[src/rtl/nor_cmd_pkg.sv]
package nor_cmd_pkg;

    localparam logic [15:0] ADDR_KEY_A = 16'h5555;
    localparam logic [15:0] ADDR_KEY_B = 16'hAAAA;

    localparam logic [7:0] CODE_KEY_A   = 8'hAA;
    localparam logic [7:0] CODE_KEY_B   = 8'h55;
    localparam logic [7:0] CODE_IDENT   = 8'h90;
    localparam logic [7:0] CODE_RESET   = 8'hF0;
    localparam logic [7:0] CODE_PROGRAM = 8'hA0;
    localparam logic [7:0] CODE_ERASE   = 8'h80;
    localparam logic [7:0] CODE_SECTOR  = 8'h30;
    localparam logic [7:0] CODE_WHOLE   = 8'h10;

    localparam int ST_POLL   = 7;
    localparam int ST_TOGGLE = 6;
    localparam int ST_LIMIT  = 5;
    localparam int ST_WINDOW = 3;

    typedef enum logic [2:0] {
        SQ_IDLE,
        SQ_KEY1,
        SQ_KEY2,
        SQ_PGM,
        SQ_ERA0,
        SQ_ERA1,
        SQ_ERA2
    } seq_t;

    typedef enum logic [1:0] {
        OP_PROGRAM,
        OP_SECTOR,
        OP_WHOLE
    } op_t;

    typedef struct packed {
        seq_t seq;
        logic ident;
    } decode_state_t;

endpackage

[src/rtl/nor_op_ctrl.sv]
module nor_op_ctrl
    import nor_cmd_pkg::*;
#(
    parameter int DW          = 8,
    parameter int IW          = 4,
    parameter int BUSY_CYCLES = 8,
    localparam int CW         = $clog2(BUSY_CYCLES + 1)
) (
    input  logic          clk,
    input  logic          rst_n,
    input  logic          wr_en,
    input  logic [IW-1:0] idx,
    input  logic [DW-1:0] wdata,
    input  logic          force_timeout,
    input  logic          go_program,
    input  logic          go_sector,
    input  logic          go_whole,
    output logic          busy,
    output logic          timed_out,
    output op_t           op,
    output logic [IW-1:0] tgt_idx,
    output logic [DW-1:0] tgt_data,
    output logic          commit
);

    typedef struct packed {
        logic          busy;
        logic          timed_out;
        logic [CW-1:0] cnt;
        op_t           op;
        logic [IW-1:0] idx;
        logic [DW-1:0] data;
    } ctrl_state_t;

    ctrl_state_t st_d, st_q;

    always_comb begin
        st_d   = st_q;
        commit = 1'b0;
        if (st_q.busy) begin
            if (st_q.timed_out) begin
                if (wr_en && wdata[7:0] == CODE_RESET) begin
                    st_d.busy      = 1'b0;
                    st_d.timed_out = 1'b0;
                end
            end else if (force_timeout) begin
                st_d.timed_out = 1'b1;
            end else if (st_q.cnt == CW'(1)) begin
                st_d.busy = 1'b0;
                commit    = 1'b1;
            end else begin
                st_d.cnt = st_q.cnt - CW'(1);
            end
        end else if (go_program || go_sector || go_whole) begin
            st_d.busy = 1'b1;
            st_d.cnt  = CW'(BUSY_CYCLES);
            st_d.idx  = idx;
            st_d.data = wdata;
            if (go_program)     st_d.op = OP_PROGRAM;
            else if (go_sector) st_d.op = OP_SECTOR;
            else                st_d.op = OP_WHOLE;
        end
    end

    always_ff @(posedge clk) begin
        if (!rst_n) begin
            st_q.busy      <= 1'b0;
            st_q.timed_out <= 1'b0;
            st_q.cnt       <= '0;
            st_q.op        <= OP_PROGRAM;
            st_q.idx       <= '0;
            st_q.data      <= '0;
        end else begin
            st_q <= st_d;
        end
    end

    assign busy      = st_q.busy;
    assign timed_out = st_q.timed_out;
    assign op        = st_q.op;
    assign tgt_idx   = st_q.idx;
    assign tgt_data  = st_q.data;

    // a new operation starts with the full busy window loaded
    a_r11_full_window: assert property (@(posedge clk) disable iff (!rst_n)
        $rose(st_q.busy) |-> st_q.cnt == CW'(BUSY_CYCLES));

    // the remaining count never leaves the legal range while busy
    a_r11_cnt_range: assert property (@(posedge clk) disable iff (!rst_n)
        st_q.busy |-> (st_q.cnt != '0 && st_q.cnt <= CW'(BUSY_CYCLES)));

    // an undisturbed operation counts down one step per clock
    a_r11_countdown: assert property (@(posedge clk) disable iff (!rst_n)
        (st_q.busy && !st_q.timed_out && !force_timeout && st_q.cnt != CW'(1))
        |=> (st_q.busy && st_q.cnt == $past(st_q.cnt) - CW'(1)));

    // an overrun operation stays stuck until the reset code is written
    a_r10_stuck: assert property (@(posedge clk) disable iff (!rst_n)
        (st_q.busy && st_q.timed_out && !(wr_en && wdata[7:0] == CODE_RESET))
        |=> (st_q.busy && st_q.timed_out));

endmodule

[config.mk]
export PLATFORM = sky130hd
export DESIGN_NAME = nor_op_ctrl
export DESIGN_NICKNAME = d
export VERILOG_FILES = /design/src/rtl/nor_cmd_pkg.sv /design/src/rtl/nor_op_ctrl.sv
export SDC_FILE = /design/constraint.sdc
export NUM_CORES = 1
export LEC_CHECK = 0
export BUFFER_PORTS_ARGS = -buffer_cell sky130_fd_sc_hd__buf_2
export CORE_MARGIN = 2
export CORE_UTILIZATION = 48
export DETAILED_ROUTE_END_ITERATION = 8
export HOLD_SLACK_MARGIN = 0.08
export MAX_ROUTING_LAYER = met4
export PLACE_DENSITY = 0.75
export SLEW_MARGIN = 20
export SYNTH_ARGS = -nofsm -noshare
export SYNTH_HDL_FRONTEND = slang
export SYNTH_SLANG_ARGS = --single-unit
[constraint.sdc]
create_clock -name clk -period 1.85 [get_ports clk]
set_clock_uncertainty 0.05 [all_clocks]
set_input_delay 0.37 -clock clk [delete_from_list [all_inputs] [get_ports clk]]
set_output_delay 0.37 -clock clk [all_outputs]
set_load 0.02 [all_outputs]
==> summary.txt <==
Status
  – Status: finished, final reports clean

Clock network
  – CTS Buffer Depth: 2
  – CTS Root Buffer Type: clkbuf_4
  – H-tree depth: 1
  – CTS Buf Count: 3
  – TritonCTS clock tree: yes
  – Hold buffer count at cts: 0
  – CTS sink cnt: 20
  – Worst skew pair latency: 0.31 ns
  – Worst-path clk slew: 0.12 ns

Setup path
  – FF-to-FF setup slack: 0.29 ns
  – Critical-path maximum fanout: 2
  – CP Launch Point: st_q[15]$_SDFFE_PN0P_
  – Crit path DAT: ~1.4 ns
  – Critical path startpoint category: flip-flop
  – Setup CP Type: reg -> out
  – FF-to-FF Start: st_q[15]$_SDFFE_PN0P_
  – Crit path required time: 1.43 ns
  – Crit end category: output pin

Routing
  – WL/cell: roughly 13 um
  – Total Wirelength: 2.261 mm
  – Antenna-violating nets left: 0
  – TritonRoute pass-1 iters: 4
  – DRC: 0
  – Vias: roughly 960
  – Post-DR vias/cell: 5.472
  – Initial detailed-routing violation count: 14

Place
  – Placed Area: 1106 um^2
  – Dpl cells: approximately 170
  – Post-DP HPWL: around 1.5 mm
  – Buffers on Ports: 35
  – RePlAce Congestion: 0.8007

Global routing
  – GR Util All Layers: 19.65%
  – Overflow after GRT: 0
  – Largest net degree at the start of global routing: 24
  – First-pass GRT wire length: about 3.6 mm
  – Number of global-route vias before repair: 847
  – Initial antenna violation count: 0

Floorplanning
  – Die Wd: 49.64 um
  – Die height: 49.64 um
  – Core area: 1962 um^2
  – Rows: 16
  – Ports: 36
  – Initial Utilization: 50.96%
  – Full die area: 2464 um^2

Cells and area
  – Commonest non-fill, non-tap cell in the layout: buf_2
  – Layout cells sized above 1: between 30% and 40%
  – Fill cells: approximately 190
  – Final std cells w/o fill: 176
  – Design area: 1217 um^2
  – Commonest cells after routing, fill and taps aside: 34 x buf_2, 18 x a21oi_1, 18 x dfxtp_1, 17 x o21ai_0, 13 x nand3_1
  – # nets final: 171
  – Area Growth Syn to Fin: 21.78%
  – Antenna diodes: 0

Synth
  – Synth Area in Compound Gates: between 20% and 30%
  – Adder-Cell Fraction of Synth Area: 2.503%
  – YS warnings: 0
  – XOR/XNOR share of the synthesized area: 0%
  – Largest family of logic cells by synthesized area: compound AO/OA/AOI/OAI gates
  – Synth Area per Inst: 8.062 um^2
  – Sequential area share after synthesis: between 40 and 50%
  – Synth Register Bits: 20
  – Number of synthesized flops with an enable pin: 0
  – Syn Std Cell Area: around 1000 um^2
  – Simple-gate share of the synthesized area: 19.15%
  – Unique masters post-synth: 27
  – Mux cell area share after synthesis: 0%
  – Ys flop type: dfxtp_1
  – Mapped Cells: 124
  – Asr flop ratio synth: 0%
  – Syn Nets: around 150

Worst hold path
  – Hold Crit Class: in -> reg
  – Beginning of the worst hold path: idx[3]

STA
  – Hold_ws: ~0.24 ns
  – Slew Viols, Final: 0
  – Measured slew at the worst slew-check pin: between 0.6 and 0.7 ns
  – Final period util: 99.89%
  – FMAX: 541.2 MHz
  – Final Critical Period: between 1.5 and 2 ns
  – Worst rel slew slack: a little under three fifths
  – Finish-stage setup viols: 0
  – Final hold vios: 0
  – RSZ-0062 raised after global routing: true

Power
  – VDD IR max: between 0.4 and 0.5 mV
  – Pwr Density: roughly 930 nW/um^2
  – Lkg Pwr: 0.5403 nW

Job
  – Max-cap violations: 0
-- synthesized netlist by cell type, types with 2 or more instances --
cell,instances,area [um^2]
dfxtp_1,20,400.4
nor2_1,6,22.52
nand3_1,13,65.06
nor3_1,2,10.01
ha_1,2,25.02
a21oi_1,18,90.09
clkbuf_1,6,22.52
o21ai_0,17,85.08
buf_4,14,105.1
or4_1,2,15.01
inv_1,7,26.28
or3_1,2,12.51
-- report_power, final --
part / switching, mW / total (mW) / internal, mW
clock network: 0.142 / 0.361 / 0.219
logic: 0.168 / 0.276 / 0.108
registers: 0.0234 / 0.496 / 0.472
total: 0.333 / 1.13 / 0.799
-- worst paths after layout --
kind,depth (start not counted),to
setup reg to reg,5,st_q[15]$_SDFFE_PN0P_
hold / removal,3,tgt_idx[3]$_SDFFE_PN0P_
hold reg to reg,2,tgt_data[3]$_SDFFE_PN0P_
setup / recovery,5,commit
-- metal layers --
metal	wire length (um)	share of wire (%)	track usage, %
met3	176	7.8	4.242
met5	0	0	-
met4	48	2.1	9.722
met2	1056	47	30.89
met1	980	43	23.76
-- critical path: stages (launching register included) --
cell and delay, ns:
dfxtp_2 0.35, inv_2 0.07, ha_4 0.11, or3b_4 0.39, nor2_4 0.09, buf_6 0.12
-- stage by stage --
step,setup slack [ns],power [mW],utilization (%),TNS (ns)
finish,0.002101,1.132,62.05,0
global route,-0.05364,1.186,62.05,-0.05364
CTS,-0.01644,1.135,61.10,-0.01644
detailed placement,0.1714,0.7663,56.38,0
global placement,0.2044,0.7599,56.38,0
floorplan,0.1692,0.7085,-,0
-- repair_timing --
item                       CTS  global route
resized for setup            9             3
setup buffers                2             1
setup endpoints to repair    1             1
pin swaps                    1             0
-- cells by family after synthesis --
| kind of cell | Yosys count |
|---|---|
| and+or+nand+nor | 33 |
| adders and majority gates | 2 |
| AOI/OAI and AO/OA | 41 |
| buffers and inverters | 28 |
| DFF | 20 |
-- state kept, by name, indices dropped and copies added, names as in the netlist --
name / count
op: 2
tgt_data: 8
busy: 1
st_q: 4
tgt_idx: 4
timed_out: 1
-- layout make-up --
cell class | instances | area, um^2 | share of cell area (%)
flip-flops and latches | 20 | 405.4 | 33.30
clock buffers | 3 | 22.52 | 1.850
clock inverters | 1 | 30.03 | 2.467
repair buffers | 42 | 234.0 | 19.22
well taps | 27 | 33.78 | 2.775
inverters | 7 | 26.28 | 2.158
multi-input cells | 76 | 465.4 | 38.23
(Power assumes the default switching activity.)
